**src/rtl/lab_carry_pkg.sv**
```systemverilog
package lab_carry_pkg;

  typedef enum logic {
    CHAIN_FULL = 1'b0,
    CHAIN_HALF = 1'b1
  } chain_mode_e;

  function automatic logic carry_step(input logic p, input logic g, input logic c);
    return g | (p & c);
  endfunction

endpackage

```
**src/rtl/carry_elem.sv**
```systemverilog
module carry_elem
  import lab_carry_pkg::*;
#(
  parameter int unsigned ELEM_BITS = 2
) (
  input  logic [ELEM_BITS-1:0] p_i,
  input  logic [ELEM_BITS-1:0] g_i,
  input  logic                 cin_i,
  output logic [ELEM_BITS-1:0] sum_o,
  output logic                 cout_o
);

  logic [ELEM_BITS:0] c_w;

  assign c_w[0] = cin_i;

  for (genvar b = 0; b < ELEM_BITS; b++) begin : g_bit
    assign c_w[b+1]  = carry_step(p_i[b], g_i[b], c_w[b]);
    assign sum_o[b]  = p_i[b] ^ c_w[b];
  end

  assign cout_o = c_w[ELEM_BITS];

endmodule

```
**src/rtl/carry_link.sv**
```systemverilog
module carry_link
  import lab_carry_pkg::*;
#(
  parameter int unsigned LAB_ELEMS = 8,
  parameter int unsigned EXIT_AT   = LAB_ELEMS / 2
) (
  input  chain_mode_e          mode_i,
  input  logic                 blk_cin_i,
  input  logic [LAB_ELEMS-1:0] elem_cout_i,
  output logic [LAB_ELEMS-1:0] elem_cin_o,
  output logic                 blk_cout_o
);

  for (genvar k = 0; k < LAB_ELEMS; k++) begin : g_link
    if (k == 0) begin : g_first
      assign elem_cin_o[k] = blk_cin_i;
    end else if (k < EXIT_AT) begin : g_lower
      assign elem_cin_o[k] = elem_cout_i[k-1];
    end else begin : g_upper
      assign elem_cin_o[k] = (mode_i == CHAIN_HALF) ? 1'b0 : elem_cout_i[k-1];
    end
  end

  assign blk_cout_o = (mode_i == CHAIN_HALF) ? elem_cout_i[EXIT_AT-1]
                                             : elem_cout_i[LAB_ELEMS-1];

endmodule

```
**src/rtl/lab_carry_chain.sv**
```systemverilog
module lab_carry_chain
  import lab_carry_pkg::*;
#(
  parameter int unsigned LAB_ELEMS = 8,
  parameter int unsigned ELEM_BITS = 2,
  localparam int unsigned WIDTH    = LAB_ELEMS * ELEM_BITS
) (
  input  logic                 cfg_half_exit,
  input  logic                 carry_in,
  input  logic [WIDTH-1:0]     prop,
  input  logic [WIDTH-1:0]     gen,
  output logic [WIDTH-1:0]     sum,
  output logic                 carry_out,
  output logic [LAB_ELEMS-1:0] elem_cin
);

  localparam int unsigned EXIT_AT = LAB_ELEMS / 2;

  chain_mode_e          mode_w;
  logic [LAB_ELEMS-1:0] elem_cout_w;

  assign mode_w = chain_mode_e'(cfg_half_exit);

  for (genvar k = 0; k < LAB_ELEMS; k++) begin : g_elem
    carry_elem #(.ELEM_BITS(ELEM_BITS)) u_elem (
      .p_i   (prop[k*ELEM_BITS +: ELEM_BITS]),
      .g_i   (gen[k*ELEM_BITS +: ELEM_BITS]),
      .cin_i (elem_cin[k]),
      .sum_o (sum[k*ELEM_BITS +: ELEM_BITS]),
      .cout_o(elem_cout_w[k])
    );
  end

  carry_link #(.LAB_ELEMS(LAB_ELEMS), .EXIT_AT(EXIT_AT)) u_link (
    .mode_i     (mode_w),
    .blk_cin_i  (carry_in),
    .elem_cout_i(elem_cout_w),
    .elem_cin_o (elem_cin),
    .blk_cout_o (carry_out)
  );

endmodule

```
**config.mk**
```make
export PLATFORM = sky130hd
export DESIGN_NAME = lab_carry_chain
export DESIGN_NICKNAME = d
export VERILOG_FILES = /design/src/rtl/lab_carry_pkg.sv /design/src/rtl/carry_elem.sv /design/src/rtl/carry_link.sv /design/src/rtl/lab_carry_chain.sv
export SDC_FILE = /design/constraint.sdc
export NUM_CORES = 1
export LEC_CHECK = 0
export ABC_AREA = 1
export ABC_CLOCK_PERIOD_IN_PS = 7300
export BUFFER_PORTS_ARGS = -buffer_cell sky130_fd_sc_hd__buf_2
export CELL_PAD_IN_SITES_DETAIL_PLACEMENT = 1
export CELL_PAD_IN_SITES_GLOBAL_PLACEMENT = 1
export CORE_MARGIN = 1
export CORE_UTILIZATION = 16
export DETAILED_ROUTE_END_ITERATION = 8
export GPL_ROUTABILITY_DRIVEN = 1
export PLACE_DENSITY = 0.9
export SLEW_MARGIN = 25
export SYNTH_ARGS = -nofsm -noshare
export SYNTH_HDL_FRONTEND = slang
export SYNTH_SLANG_ARGS = --single-unit
```
**constraint.sdc**
```tcl
create_clock -name vclk -period 7.3
set_clock_uncertainty 0.15 [all_clocks]
set_input_delay 0.365 -clock vclk [all_inputs]
set_output_delay 0.365 -clock vclk [all_outputs]
set_load 0.02 [all_outputs]
```
==> results of run 1 <==
[power breakdown]
| group | internal, mW | switching, mW | leakage [nW] | total (mW) |
|---|---|---|---|---|
| clock | 0 | 0 | 0 | 0 |
| sequential | 0 | 0 | 0 | 0 |
| combinational | 0.0448 | 0.0454 | 0.535 | 0.0902 |
[what timing repair did]
item / CTS / global route
pin swaps: 12 / 33
buffers inserted: 22 / 0
endpoints found under the setup margin: 2 / 4
resized for setup: 31 / 35
[through the flow]
stage | utilization [%] | cells | hold slack, ns
final | 49.7 | 144 | 0.810
after global routing | 49.7 | 144 | 0.821
after CTS | 42.3 | 147 | 0.826
after detailed placement | 29.6 | 125 | 0.826
after global placement | 29.6 | 125 | 0.825
after floorplan | - | 46 | 0.693
[area by class of cell]
| cell class | instances | area (um2) | area share (%) |
|---|---|---|---|
| Multi-Input combinational cell | 38 | 587 | 53.4 |
| Tap cell | 28 | 35.0 | 3.19 |
| Timing Repair Buffer | 78 | 477 | 43.4 |
[worst max path at each step]
stage | endpoint | cells past startpoint
final | carry_out | 39
after global routing | carry_out | 39
after CTS | elem_cin[6] | 43
after detailed placement | carry_out | 39
after global placement | carry_out | 39
after floorplan | carry_out | 37
[cells in the mapped netlist]
| cell | instances | area share [%] |
|---|---|---|
| ha_1 | 16 | 53 |
| or2_2 | 11 | 18 |
| buf_4 | 8 | 16 |
| nor2_1 | 8 | 8.0 |
| nand2_1 | 1 | 1.0 |
| o21ai_0 | 1 | 1.3 |
| o21bai_1 | 1 | 2.0 |
[per-layer routing]
layer | global-route usage, % | up-vias
li1 | - | 288
met1 | 11.6 | 266
met2 | 36.2 | 42
met3 | 2.73 | 2
met4 | 3.24 | 0
met5 | 0 | -
[critical path, delay by kind of cell]
family	cells	cell delay (ns)
AO/OA/AOI/OAI	1	0.11
adder cells (fa/ha/maj)	16	2.57
buffers and inverters	2	0.23
AND/OR/NAND/NOR	20	3.32
[cells by family (layout without fill, tap and decap cells)]
logic type               Yosys count  after routing
AO/OA/AOI/OAI                      2              2
AND/OR/NAND/NOR                   20             20
buffers and inverters              8             78
adder cells (fa/ha/maj)           16             16
==> impl_summary.txt, run 1 <==
----------------------------------------------------
[Run status]
  Run status ... finished clean

[Min path]
  Hold WC Path Type ... in2out
  Source of the worst hold timing path ... carry_in
  Hold worst-path end ... elem_cin[0]
  Hold-critical path depth ... 2

[Place]
  Placed instance area ... ~660 um2
  Worst slack at placement ... -0.562 ns
  IO Port Bufs ... 59
  Total half-perimeter wirelength after legalization and detailed placement ... ~1.2 mm
  Final Wtd Congestion ... roughly 0.72

[Yosys]
  Post-synthesis sequential area ratio ... 0%
  Synthesized-area fraction occupied by xor and xnor cells ... 0%
  Mux contribution to synthesized area ... 0%
  Fraction of the mapped netlist area in adder cells ... a little over half
  Cells after Synth ... 46
  Synth Warn # ... 0
  Synthesized net count ... 96
  Area of the mapped netlist ... 375 um2
  Combinational family with the most area after synthesis ... adder cells
  Compound-cell area share of the yosys netlist ... under 10%
  Count of unique library cells instantiated by Yosys ... 7
  Mean instance size in the synthesized netlist ... between 8 and 9 um2
  Simple-gate area share of the yosys netlist ... a little over a quarter

[Route]
  Count of vias placed by the detailed router ... approximately 600
  Top layer reached by signal wires ... met4
  Aggregate routed wire length ... between 1.5 and 2 mm
  Detailed-routing wirelength on met1 ... 517 um
  Length of the first detailed-routing pass in iterations ... 4
  Iteration-0 DRC count of the detailed router ... 2
  Detailed-routed wire length on met3 ... 171 um
  Vias per inst ... about 4.2
  Remaining routing DRC violations ... 0
  Routed len/inst ... between 10 and 15 um
  Count of nets left with antenna violations after detail routing ... 0
  Routed met2 length ... between 1 and 1.5 mm

[STA]
  Total negative slack for setup checks ... 0 ns
  Final count of negative-setup-slack endpoints ... 0
  Unrepaired setup endpoints after global routing ... false
  Worst slew slack as a fraction of its limit ... ~84%
  Final Max Slew Viols ... 0
  Final Hold Vio Count ... 0
  Fraction of the cycle the final worst path needs ... a little over nine tenths
  Final critical path time including I/O delays and setup ... between 7 and 8 ns
  Slew of the pin with the lowest slew margin ... approximately 0.24 ns
  Worst Slack Setup Final ... roughly 0.2 ns
  Max Clk Rate ... approximately 140 MHz

[Finish]
  Diode count ... 0
  Fillcell total ... between 200 and 300
  Area added between synthesis and finish ... 193%
  Clock buffer count ... 0
  Storage element area ... 0 um2
  Leading cell type in the layout, fill and taps excluded ... buf_2
  Fraction of layout instances using a drive strength above 1 ... approximately 100%
  Final standard cell area without fillers ... ~1100 um2
  Nets ... ~170
  Most frequent cells in the layout ... 54 x buf_2, 17 x buf_4, 13 x ha_4
  Sequential cell count ... 0

[Global routing]
  Number of global-route vias before repair ... 712
  Global-route total usage across every layer ... roughly 15%
  Pin count of the biggest net entering global routing ... 7
  Sum of overflow across all layers after global routing ... 0
  Global-route wire length before repair ... slightly below 3 mm
  Antenna violations before repair ... 0

[Worst setup path]
  Max FO, Critical Path ... 2
  Critical Path Source Type ... input port
  Source of the critical timing path ... carry_in
  Setup CP Type ... in2out
  Slowest library cell on the worst path ... or2_4
  Worst stage delay on the critical path ... 0.26 ns
  Critical Path AT ... 6.59 ns
  Required time of the worst setup path ... around 6.8 ns
  Most used cell along the critical path ... ha_4
  CP endpoint kind ... primary output

[Power]
  Maximum ir drop on the vdd rail ... between 0.00003 and 0.00004 V
  Power density of the placed cells ... slightly above 80 nW/um2
  Static Leak ... 0.535 nW
  PnR Total Power ... around 90 uW

[Die]
  Die ar. ... roughly 2500 um2
  Starting density of the core ... 17.0%
  Standard-cell rows ... 17
  Number of primary I/O pins ... 59
  Floorplan die width ... about 50 um
  Die Height ... 50.4 um
  Area of the core ... ~2200 um2

[CTS]
  Cts-stage hold buffer count ... 0

[Job]
  Max-cap check violation count ... 0

----------------------------------------------------
Note: power is estimated with default switching activity, not from simulation.
==> run 2: changes to the inputs <==
Settings changed: ABC_CLOCK_PERIOD_IN_PS 7300 to 5900, CORE_UTILIZATION 16 to 17, SETUP_SLACK_MARGIN from default to 0.1, SYNTH_HIERARCHICAL from default to 1.
Clock period 7.3 ns to 5.9 ns, I/O delays scaled along.
==> run 2 against run 1 <==
Routed wire length shrank 4.9%. Design area shrank 7.3%. Worst hold slack lost 0.14 ns. Power grew 10%. Non-clock buffer count shrank 17. Critical path depth grew 21. Sequential share of layout area is the same. Largest power group unchanged.
==> impl_summary.txt, run 2 <==
----------------------------------------------------
[Finish]
  Nets ... 189 (+13%)
  Sequential cell count ... 0 (unchanged)
  Storage element area ... 0 um2 (unchanged)
  Clock buffer count ... 0 (unchanged)
  Diode count ... 0 (unchanged)
  Fin cells ... 167 (+16%)
  Fraction of layout instances using a drive strength above 1 ... 85.4% (-14 points)
  Most frequent cells in the layout ... 55 x buf_2, 20 x inv_2, 17 x inv_1
  Leading cell type in the layout, fill and taps excluded ... buf_2
  Area added between synthesis and finish ... 124%

[STA]
  Final Max Slew Viols ... 0 (unchanged)
  Fraction of the cycle the final worst path needs ... ~94%
  Final critical path time including I/O delays and setup ... between 5 and 6 ns
  Hold slack final ... 0.671 ns (-0.139 ns)
  Unrepaired setup endpoints after global routing ... false
  Worst Slack Setup Final ... 0.325 ns (+0.131 ns)
  Final count of negative-setup-slack endpoints ... 0 (unchanged)
  Worst slew slack as a fraction of its limit ... 84.2% (+0.48 points)
  Max Clk Rate ... 179 MHz
  Slew of the pin with the lowest slew margin ... 0.237 ns (-0.00718 ns)
  Total negative slack for setup checks ... 0 ns (unchanged)
  Final Hold Vio Count ... 0 (unchanged)

[Route]
  Vias per inst ... 4.08 (-1.7%)
  Aggregate routed wire length ... 1.86 mm (-4.9%)
  Routed len/inst ... 11.1 um (-18%)
  Count of nets left with antenna violations after detail routing ... 0 (unchanged)
  Iteration-0 DRC count of the detailed router ... 3 (+1)
  Count of vias placed by the detailed router ... 682 (+14%)
  Remaining routing DRC violations ... 0 (unchanged)
  Length of the first detailed-routing pass in iterations ... 2 (-2)

[Die]
  Floorplan die width ... 53.8 um (+6.6%)
  Area of the core ... 2500 um2 (+13%)
  Number of primary I/O pins ... 59 (unchanged)
  Die Height ... 53.8 um (+6.6%)
  Standard-cell rows ... 18 (+1)
  Die ar. ... 2890 um2 (+14%)
  Starting density of the core ... 18.2% (+1.2 points)

[Yosys]
  Biggest area consumer among synthesized cells ... ha_1
  Top cells by area in the synthesized netlist ... ha_1 44%, inv_1 30%, nand2_1 16%
  Fraction of post-synthesis cell area in the top cell type by area ... 44.0% (-9.4 points)
  Cell with the most instances after synthesis ... inv_1
  Area of the mapped netlist ... 455 um2 (+21%)
  Post-synthesis sequential area ratio ... 0% (unchanged)
  Cells after Synth ... 80 (+74%)
  Synthesized net count ... 130 (+35%)
  Count of unique library cells instantiated by Yosys ... 5 (-2)
  Most numerous cell types in the synthesized netlist ... 37 x inv_1, 19 x nand2_1, 16 x ha_1, 4 x buf_4, 4 x nor2_1
  Synth Warn # ... 6 (+6)
  Mean instance size in the synthesized netlist ... 5.69 um2 (-30%)

[Global routing]
  Sum of overflow across all layers after global routing ... 0 (unchanged)
  Pin count of the biggest net entering global routing ... 7 (unchanged)
  Antenna violations before repair ... 0 (unchanged)
  GR Util met2 ... 21.4% (-15 points)
  Number of global-route vias before repair ... 550 (-23%)
  Global-route wire length before repair ... 1.95 mm (-34%)
  Routing layer with the top usage in global route ... met2
  Global routing usage on met3 ... 2.54% (-0.18 points)
  Global routing met1 resource utilization ... 6.27% (-5.4 points)
  Global-route total usage across every layer ... 8.77% (-6.5 points)

[Min path]
  Hold WC Path Type ... in2out
  Source of the worst hold timing path ... carry_in
  Hold-critical path depth ... 2 (unchanged)
  Hold worst-path end ... elem_cin[0]

[Worst setup path]
  Max FO, Critical Path ... 2 (unchanged)
  Critical Path AT ... 5.13 ns (-1.46 ns)
  Slowest library cell on the worst path ... ha_2
  Most used cell along the critical path ... inv_2
  Worst path buffer plus inverter count ... 22 (+20)
  Kind of cell adding the most delay to the critical path ... adder cells
  Required time of the worst setup path ... 5.45 ns (-1.33 ns)
  Setup CP Type ... in2out
  Critical Path Source Type ... input port
  Worst stage delay on the critical path ... 0.18 ns (-0.08 ns)
  CP endpoint kind ... primary output

[Power]
  Share of total power in the clock network ... 0% (unchanged)
  Static Leak ... 0.596 nW (+12%)
  Switching part of the total ... 57.6% (+7.3 points)
  Part of the total power dissipated in combinational logic ... 100.0% (about the same)
  Maximum ir drop on the vdd rail ... 0.0000457 V (+26%)
  Cell internal pwr ... 42.1 uW (-5.9%)
  Power density of the placed cells ... 97.6 nW/um2 (+19%)
  PnR Total Power ... 99.4 uW (+10%)
  Sequential share of power ... 0% (unchanged)
  Net Sw Power ... 57.2 uW (+26%)

[Job]
  Max-cap check violation count ... 0 (unchanged)

[Run status]
  Run status ... finished clean

[Place]
  Final Wtd Congestion ... 0.593 (-18%)
  Total half-perimeter wirelength after legalization and detailed placement ... 1.36 mm (+13%)
  # placed instances ... 165 (+32%)
  Worst slack at placement ... -0.129 ns (+0.433 ns)
  IO Port Bufs ... 59 (unchanged)

[CTS]
  Cts-stage hold buffer count ... 0 (unchanged)

----------------------------------------------------
[run 2: cells by family after synthesis]
logic type | count (synthesis) | synth area share, %
adders and majority gates | 16 | 44.0
and+or+nand+nor | 23 | 19.0
buffers and inverters | 41 | 37.1
[run 2: area by class of cell]
class | count | area (um2)
fill | 323 | 1480
inverter | 37 | 139
multi-input combinational | 39 | 507
tap | 30 | 37.5
timing repair buffer | 61 | 335
[run 2: repair_timing]
action	in CTS	in global routing
setup endpoints to repair	2	3
buffers inserted	0	2
cloned	0	0
gates resized for setup	16	46
endpoints found under the hold margin	0	0
pin swaps	4	36
[run 2: power groups by stage]
| stage | clock network [mW] | logic (mW) | registers (mW) |
|---|---|---|---|
| after floorplan | 0 | 0.0554 | 0 |
| after detailed placement | 0 | 0.0777 | 0 |
| after global routing | 0 | 0.109 | 0 |
| final | 0 | 0.0994 | 0 |
| after CTS | 0 | 0.0823 | 0 |
| after global placement | 0 | 0.0749 | 0 |
[run 2: routing by layer]
layer / vias up / share of wire, %
li1: 330 / -
met2: 48 / 58
met3: 0 / 13
met4: 0 / 0
met1: 304 / 29
met5: - / 0
[run 2: per-stage QoR]
stage / util (%) / area (um2)
final: 40.7 / 1020
after global placement: 32.0 / 801
after detailed placement: 32.0 / 801
after floorplan: - / 513
after CTS: 33.6 / 841
after global routing: 40.7 / 1020
[run 2: worst max-delay path by stage]
stage / from / to / slack [ns] / cells past startpoint
2_1_floorplan: carry_in / carry_out / 0.07 / 62
4_1_cts: prop[0] / carry_out / 0.008 / 60
3_5_place_dp: prop[0] / carry_out / -0.13 / 60
5_1_grt: carry_in / carry_out / 0.03 / 60
3_3_place_gp: prop[0] / carry_out / 0.1 / 60
6_report: carry_in / carry_out / 0.33 / 60
